<file path="src/rtl/fpoll_pkg.sv">
// Shared types for the flash completion poller.
// Assumes byte-wide flash status with the toggle flag in bit 6 and the
// inverted-data flag in bit 7.
package fpoll_pkg;
    typedef enum logic [3:0] {
        ST_IDLE, ST_READ1, ST_READ2, ST_COMPARE,
        ST_CONFIRM1, ST_CONFIRM2, ST_SETTLE, ST_DONE, ST_FAIL
    } fpoll_state_e;

    typedef enum logic {
        MODE_TOGGLE = 1'b0,
        MODE_POLL   = 1'b1
    } fpoll_mode_e;
endpackage

</file>
<file path="src/rtl/fpoll_timer.sv">
// Per-run cycle counter with an operation-dependent budget.
// Assumes clear_i and run_i are never high in the same cycle.
module fpoll_timer #(
    parameter int unsigned PROG_TMO  = 5000,
    parameter int unsigned ERASE_TMO = 25000000,
    parameter int unsigned W         = 25
) (
    input  logic         clk,
    input  logic         rst_n,
    input  logic         clear_i,
    input  logic         run_i,
    input  logic         erase_i,
    output logic [W-1:0] count_o,
    output logic         expire_o
);
    localparam logic [W-1:0] PROG_LAST  = W'(PROG_TMO - 1);
    localparam logic [W-1:0] ERASE_LAST = W'(ERASE_TMO - 1);
    localparam logic [W-1:0] PROG_LIM   = W'(PROG_TMO);
    localparam logic [W-1:0] ERASE_LIM  = W'(ERASE_TMO);

    logic [W-1:0] cnt_q;
    logic [W-1:0] last_val;

    // Select the final in-budget count for this operation kind.
    always_comb last_val = erase_i ? ERASE_LAST : PROG_LAST;

    // Count active cycles; restart on an accepted start.
    always_ff @(posedge clk) begin
        if (!rst_n)       cnt_q <= '0;
        else if (clear_i) cnt_q <= '0;
        else if (run_i)   cnt_q <= cnt_q + 1'b1;
    end

    assign count_o  = cnt_q;
    assign expire_o = run_i && (cnt_q == last_val);

    // a running count never reaches the budget
    p_below_budget_r7: assert property (@(posedge clk) disable iff (!rst_n)
        run_i |-> (cnt_q < (erase_i ? ERASE_LIM : PROG_LIM)));
    // count frozen when neither running nor cleared
    p_count_frozen_r9: assert property (@(posedge clk) disable iff (!rst_n)
        (!run_i && !clear_i) |=> $stable(cnt_q));
endmodule

</file>
<file path="src/rtl/fpoll_settle.sv">
// Down-counter that holds off the final read for SETTLE_CYC cycles.
// Assumes load_i is a single-cycle pulse.
module fpoll_settle #(
    parameter int unsigned SETTLE_CYC = 250
) (
    input  logic clk,
    input  logic rst_n,
    input  logic load_i,
    output logic zero_o
);
    localparam int unsigned SW = (SETTLE_CYC > 0) ? $clog2(SETTLE_CYC + 1) : 1;

    logic [SW-1:0] cnt_q;

    // Load the delay, then run down to zero and hold.
    always_ff @(posedge clk) begin
        if (!rst_n)              cnt_q <= '0;
        else if (load_i)         cnt_q <= SW'(SETTLE_CYC);
        else if (cnt_q != '0)    cnt_q <= cnt_q - 1'b1;
    end

    assign zero_o = (cnt_q == '0);

    // a load always leaves the full delay ahead
    p_settle_load_r6: assert property (@(posedge clk) disable iff (!rst_n)
        load_i |=> (cnt_q == SW'(SETTLE_CYC)));
endmodule

</file>
<file path="src/rtl/fpoll_judge.sv">
// Decides whether one status sample looks like a finished write.
// Toggle: flag equals the previous sample's flag. Polling: data bit
// equals the expected bit. Purely combinational.
module fpoll_judge
    import fpoll_pkg::*;
(
    input  fpoll_mode_e mode_i,
    input  logic        samp_tgl_i,
    input  logic        samp_poll_i,
    input  logic        prev_tgl_i,
    input  logic        want_poll_i,
    output logic        ok_o
);
    // Apply the test of the selected method.
    always_comb begin
        if (mode_i == MODE_TOGGLE) ok_o = (samp_tgl_i == prev_tgl_i);
        else                       ok_o = (samp_poll_i == want_poll_i);
    end
endmodule

</file>
<file path="src/rtl/flash_wait_poller.sv">
// Host-side poller that waits for a flash program/erase to finish.
// Reads the target repeatedly, detects completion by toggle or data
// polling, demands two confirming reads, settles, then checks the full
// byte. Assumes a read response arrives no earlier than one cycle after
// its request and that the command sequence was sent beforehand.
module flash_wait_poller
    import fpoll_pkg::*;
#(
    parameter int unsigned ADDR_W     = 19,
    parameter int unsigned PROG_TMO   = 5000,
    parameter int unsigned ERASE_TMO  = 25000000,
    parameter int unsigned SETTLE_CYC = 250
) (
    input  logic              clk,
    input  logic              rst_n,
    input  logic              start_i,
    input  logic              mode_i,
    input  logic              erase_i,
    input  logic [ADDR_W-1:0] addr_i,
    input  logic [7:0]        expect_i,
    output logic              rd_req_o,
    output logic [ADDR_W-1:0] rd_addr_o,
    input  logic              rd_valid_i,
    input  logic [7:0]        rd_data_i,
    output logic              done_o,
    output logic              fail_o,
    output logic [$clog2(((PROG_TMO > ERASE_TMO) ? PROG_TMO : ERASE_TMO) + 1)-1:0] elapsed_o
);
    localparam int unsigned TMO_MAX = (PROG_TMO > ERASE_TMO) ? PROG_TMO : ERASE_TMO;
    localparam int unsigned TMO_W   = $clog2(TMO_MAX + 1);

    fpoll_state_e      state_q;
    fpoll_mode_e       mode_q;
    logic              erase_q;
    logic [ADDR_W-1:0] addr_q;
    logic [7:0]        exp_q;
    logic              req_q;
    logic              pend_q;
    logic              last_tgl_q;
    logic [1:0]        cur_q;      // {bit7, bit6} of the sample under test

    logic              got;
    logic              want_read;
    logic              judge_ok;
    logic              tmo_hit;
    logic              settle_zero;
    logic              settle_load;
    logic              run;
    logic              accept;
    logic              samp_tgl;
    logic              samp_poll;
    fpoll_state_e      retry_st;
    logic [TMO_W-1:0]  elapsed;

    // Decode per-cycle control from the phase register.
    always_comb begin
        accept    = (state_q == ST_IDLE) && start_i;
        run       = !(state_q inside {ST_IDLE, ST_DONE, ST_FAIL});
        got       = pend_q && rd_valid_i;
        want_read = (state_q inside {ST_READ1, ST_READ2, ST_CONFIRM1, ST_CONFIRM2})
                    || ((state_q == ST_SETTLE) && settle_zero);
        samp_tgl  = (state_q == ST_COMPARE) ? cur_q[0] : rd_data_i[6];
        samp_poll = (state_q == ST_COMPARE) ? cur_q[1] : rd_data_i[7];
        retry_st  = (mode_q == MODE_TOGGLE) ? ST_READ2 : ST_READ1;
        settle_load = got && (state_q == ST_CONFIRM2) && judge_ok && !tmo_hit;
    end

    fpoll_judge u_judge (
        .mode_i      (mode_q),
        .samp_tgl_i  (samp_tgl),
        .samp_poll_i (samp_poll),
        .prev_tgl_i  (last_tgl_q),
        .want_poll_i (exp_q[7]),
        .ok_o        (judge_ok)
    );

    fpoll_timer #(.PROG_TMO(PROG_TMO), .ERASE_TMO(ERASE_TMO), .W(TMO_W)) u_timer (
        .clk      (clk),
        .rst_n    (rst_n),
        .clear_i  (accept),
        .run_i    (run),
        .erase_i  (erase_q),
        .count_o  (elapsed),
        .expire_o (tmo_hit)
    );

    fpoll_settle #(.SETTLE_CYC(SETTLE_CYC)) u_settle (
        .clk    (clk),
        .rst_n  (rst_n),
        .load_i (settle_load),
        .zero_o (settle_zero)
    );

    // Phase sequencing, read issue and sample capture.
    always_ff @(posedge clk) begin
        if (!rst_n) begin
            state_q    <= ST_IDLE;
            mode_q     <= MODE_TOGGLE;
            erase_q    <= 1'b0;
            addr_q     <= '0;
            exp_q      <= '0;
            req_q      <= 1'b0;
            pend_q     <= 1'b0;
            last_tgl_q <= 1'b0;
            cur_q      <= '0;
        end else begin
            req_q <= 1'b0;
            case (state_q)
                ST_IDLE: begin
                    if (start_i) begin
                        addr_q  <= addr_i;
                        mode_q  <= fpoll_mode_e'(mode_i);
                        erase_q <= erase_i;
                        exp_q   <= erase_i ? 8'hFF : expect_i;
                        pend_q  <= 1'b0;
                        state_q <= ST_READ1;
                    end
                end
                ST_DONE, ST_FAIL: state_q <= ST_IDLE;
                default: begin
                    if (tmo_hit) begin
                        pend_q  <= 1'b0;
                        state_q <= ST_FAIL;
                    end else begin
                        if (want_read && !pend_q) begin
                            req_q  <= 1'b1;
                            pend_q <= 1'b1;
                        end
                        if (got) pend_q <= 1'b0;
                        if (state_q == ST_COMPARE) begin
                            last_tgl_q <= cur_q[0];
                            state_q    <= judge_ok ? ST_CONFIRM1 : retry_st;
                        end else if (got) begin
                            case (state_q)
                                ST_READ1: begin
                                    if (mode_q == MODE_TOGGLE) begin
                                        last_tgl_q <= rd_data_i[6];
                                        state_q    <= ST_READ2;
                                    end else begin
                                        cur_q   <= rd_data_i[7:6];
                                        state_q <= ST_COMPARE;
                                    end
                                end
                                ST_READ2: begin
                                    cur_q   <= rd_data_i[7:6];
                                    state_q <= ST_COMPARE;
                                end
                                ST_CONFIRM1: begin
                                    last_tgl_q <= rd_data_i[6];
                                    state_q    <= judge_ok ? ST_CONFIRM2 : retry_st;
                                end
                                ST_CONFIRM2: begin
                                    last_tgl_q <= rd_data_i[6];
                                    state_q    <= judge_ok ? ST_SETTLE : retry_st;
                                end
                                ST_SETTLE: state_q <= (rd_data_i == exp_q) ? ST_DONE : ST_FAIL;
                                default: ;
                            endcase
                        end
                    end
                end
            endcase
        end
    end

    assign rd_req_o  = req_q;
    assign rd_addr_o = addr_q;
    assign done_o    = (state_q == ST_DONE);
    assign fail_o    = (state_q == ST_FAIL);
    assign elapsed_o = elapsed;

    // never both outcomes at once
    p_one_outcome_r8: assert property (@(posedge clk) disable iff (!rst_n)
        !(done_o && fail_o));
    // outcomes are single-cycle pulses
    p_done_pulse_r8: assert property (@(posedge clk) disable iff (!rst_n)
        done_o |=> !done_o);
    p_fail_pulse_r8: assert property (@(posedge clk) disable iff (!rst_n)
        fail_o |=> !fail_o);
    // a request lasts exactly one cycle
    p_req_pulse_r2: assert property (@(posedge clk) disable iff (!rst_n)
        rd_req_o |=> !rd_req_o);
    // address cannot change during a run
    p_addr_hold_r1: assert property (@(posedge clk) disable iff (!rst_n)
        (state_q != ST_IDLE) |=> $stable(rd_addr_o));
    // success only straight out of the settle phase
    p_done_from_settle_r6: assert property (@(posedge clk) disable iff (!rst_n)
        done_o |-> ($past(state_q) == ST_SETTLE));
    // settle is entered only after the second confirmation
    p_settle_entry_r5: assert property (@(posedge clk) disable iff (!rst_n)
        ((state_q == ST_SETTLE) && ($past(state_q) != ST_SETTLE))
            |-> ($past(state_q) == ST_CONFIRM2));
endmodule

</file>
<file path="config.mk">
export PLATFORM = sky130hd
export DESIGN_NAME = flash_wait_poller
export DESIGN_NICKNAME = d
export VERILOG_FILES = /design/src/rtl/fpoll_pkg.sv /design/src/rtl/fpoll_timer.sv /design/src/rtl/fpoll_settle.sv /design/src/rtl/fpoll_judge.sv /design/src/rtl/flash_wait_poller.sv
export SDC_FILE = /design/constraint.sdc
export NUM_CORES = 1
export LEC_CHECK = 0
export BUFFER_PORTS_ARGS = -buffer_cell sky130_fd_sc_hd__buf_2
export CAP_MARGIN = 20
export CORE_AREA = 2 2 83 85
export CTS_BUF_LIST = sky130_fd_sc_hd__clkbuf_2 sky130_fd_sc_hd__clkbuf_4 sky130_fd_sc_hd__clkbuf_8
export DETAILED_ROUTE_END_ITERATION = 8
export DIE_AREA = 0 0 85 87
export PLACE_DENSITY = 0.8
export SLEW_MARGIN = 25
export SYNTH_ARGS = -nofsm -noshare
export SYNTH_HDL_FRONTEND = slang
export SYNTH_SLANG_ARGS = --single-unit
</file>
<file path="constraint.sdc">
create_clock -name clk -period 2.25 [get_ports clk]
set_input_delay 0.225 -clock clk [delete_from_list [all_inputs] [get_ports clk]]
set_output_delay 0.225 -clock clk [all_outputs]
set_load 0.05 [all_outputs]
</file>
==> results.md <==
* CP max FO at 5
* Diode count at 0
* Critical path capture point type: flip-flop
* Initial antenna violation count at 0
* Fraction of the mapped netlist area in simple logic gates at 30.8%
* Highest clock rate at 472 MHz
* #FFs+latches synth at 71
* Final HPWL DP at 6.38 mm
* Largest family of logic cells by synthesized area: simple AND/OR/NAND/NOR gates
* Syn Area/Cell at 8.00 um2
* Chip width at 85 um
* Cells after Synth at 432
* Yosys top cell by area: dfxtp_1
* Crit path buffers/inverters at 1
* Post-synth EDFFs at 0
* Unrepaired setup endpoints after global routing: false
* Pre-antenna DRT Iters at 5
* Hold_sp: addr_i[12]
* Core area at 0.00657 mm2
* CP required at 2.47 ns
* YS warnings at 0
* Status: complete, no violations
* Worst Hold Path EP: rd_addr_o[12]
* Non-Filler Instances at 619
* WL final at 9.00 mm
* TritonCTS clock tree: yes
* DIE HEIGHT at 87 um
* Clock Latency Late Sink at 0.35 ns
* Layout Utilization at 66.8%
* Hold Slack at 0.109 ns
* CP cell instances: or4_1 -> and4bb_2 -> a32oi_1 -> or2_1 -> nand4bb_1 -> buf_4 -> a21oi_1
* Peak supply drop at 656 uV
* Final #Nets at 578
* Max_cap viols at 0
* WL/cell at 14.5 um
* Grt ovf at 0
* CTS Buf Count at 9
* Max clock buf depth at 2
* Global-route wire length before repair at 14.6 mm
* Critical path class: reg -> reg
* Fin crit share at 94.1%
* Clock skew at 0.00875 ns
* CTS Sinks at 71
* Worst Hold Class: in -> reg
* XOR/XNOR Fraction of Synth Area at 8.37%
* Unique masters post-synth at 54
* Final setup fails at 0
* Initial Util at 52.6%
* Synth area leaders: dfxtp_1 41%, nand2_1 6.6%, a21oi_1 6.2%
* Top-count cell post-synth: dfxtp_1
* Residual DRC count at 0
* Net count after synthesis at 476
* Rel. slew slack at 59.2%
* P per Cell Area at 975 mW/mm2
* Vias per cell at 5.60
* Worst path slowest cell: or4_1
* Post-Synth Adder-Cell Area at 1.09%
* CP top delay family: simple AND/OR/NAND/NOR gates
* CTS root buf: clkbuf_8
* Die area at 0.00740 mm2
* Leakage at 1.87 nW
* Ys flop type: dfxtp_1
* RR Endpoint: u_settle.cnt_q[6]
* Critical path's largest stage delay at 0.52 ns
* Async S/R FF share, synth at 0%
* Number of global-route vias before repair at 3185
* Hold violation count in the final report at 0
* Hold Crit Depth at 3
* Worst-Margin Slew at 0.607 ns
* GRT Total Usage at 24.6%
* Worst R2R Path Depth at 7
* Compound-Gate Fraction of Synth Area at 14.6%
* Filler Cells Inserted at 536
* Initial drt markers at 302
* Synth top cells by count: 71 x dfxtp_1, 61 x nand2_1, 43 x a21oi_1, 43 x nor2_1, 26 x nor3_1
* Post-synthesis mux area share at 0.616%
* Gp weighted congestion at 0.940
* CP startpoint kind: flip-flop
* Reg2reg start: u_timer.count_o[23]
* Post-synth top area share at 41.1%
* Crit path DAT at 2.34 ns
* Flop2flop setup slack at 0.13 ns
* Num rows at 30
* Minimum clock period at 2.12 ns
* Cell total after placement at 603
* Reg area at 0.00143 mm2
* Mapped Area at 0.00345 mm2
* DR vias at 3464
* IO Pins at 88
* Seq/Total Area, Yosys at 41.1%
* Area of the multi-input gates at 0.00194 mm2
* Fin. max-slew vios at 0
* Routed Antenna Nets at 0
* Overall power at 4.28 mW
* Area grow syn2layout at 27.0%
* Port Buffers at 87
* Largest net degree at the start of global routing at 41
* Proportion of layout cells with a drive suffix above 1 at 27.8%
* CTS clk-pin slew, worst paths at 0.08 ns
* Setup TNS Final at 0 ns
* Htree depth at 3
[flip-flops by register name, indices dropped and copies added, names as in the netlist]
| signal | cells |
|---|---|
| mode_q | 1 |
| pend_q | 1 |
| u_timer.count_o | 25 |
| rd_addr_o | 19 |
| last_tgl_q | 1 |
| state_q | 4 |
| exp_q | 8 |
| cur_q | 2 |
| u_settle.cnt_q | 8 |
| rd_req_o | 1 |
| erase_q | 1 |
[placed cells by master (no fill, tap or decap), drive strengths merged, types with 7 or more instances in the layout]
master  count
nand3      12
nor4        7
or3         8
clkbuf     10
buf       113
xnor2      10
nor2       43
nor3       26
nand4       8
and3       12
nand2      61
o21ai      17
inv         7
a21oi      43
dfxtp      71
xor2       23
[cells by family after synthesis]
logic type | Yosys count
XOR/XNOR | 33
buffers and inverters | 29
AND/OR/NAND/NOR | 209
flip-flops | 71
AO/OA/AOI/OAI | 85
adder cells (fa/ha/maj) | 3
multiplexers | 2
[power by group]
| part | leakage [nW] | switching [mW] | internal [mW] |
|---|---|---|---|
| clock network | 0.122 | 0.492 | 0.763 |
| registers | 0.583 | 0.145 | 1.43 |
| logic | 1.17 | 0.893 | 0.551 |
[worst max-delay path by stage]
stage	cells past startpoint	end	from
after detailed placement	8	u_settle.cnt_q[7]	u_settle.cnt_q[0]
after floorplan	6	u_timer.count_o[24]	u_timer.count_o[13]
final	7	u_settle.cnt_q[6]	u_timer.count_o[23]
after CTS	8	u_settle.cnt_q[7]	u_settle.cnt_q[0]
after global placement	8	u_settle.cnt_q[7]	u_settle.cnt_q[0]
after global routing	8	u_settle.cnt_q[7]	u_settle.cnt_q[0]
[cell type report]
| cell class | count | area share (%) |
|---|---|---|
| flip-flops and latches | 71 | 32.6 |
| repair buffers | 113 | 14.7 |
| well taps | 80 | 2.28 |
| multi-input cells | 332 | 44.3 |
| clock buffers | 10 | 3.14 |
| inverters | 7 | 0.599 |
| clock inverters | 6 | 2.45 |
[worst min-delay path: cells and delay by family]
| kind | cells | cell delay (ns) |
|---|---|---|
| buffers and inverters | 1 | 0.10 |
| and+or+nand+nor | 1 | 0.04 |
| AOI/OAI and AO/OA | 1 | 0.05 |
[repair_timing]
item,CTS,global route
buffers inserted,0,0
resized for setup,0,5
hold endpoints to repair,0,0
hold buffers,0,0
setup endpoints to repair,0,6
[routing by layer]
layer	share of wire [%]	vias to the layer above	wire, um	GRT usage [%]
met5	0	-	0	0
met1	45	1613	4040	32.6
met2	48	113	4280	40.3
met4	1.4	0	129	7.36
li1	-	1726	-	-
met3	6.1	12	548	5.50
[stage by stage]
stage	area [um2]	setup WS [ns]
after global placement	4120	0.168
after global routing	4390	0.0110
after detailed placement	4120	0.0905
after CTS	4360	0.0855
after floorplan	3460	0.00206
final	4390	0.133
Note: power is estimated with default switching activity, not from simulation.
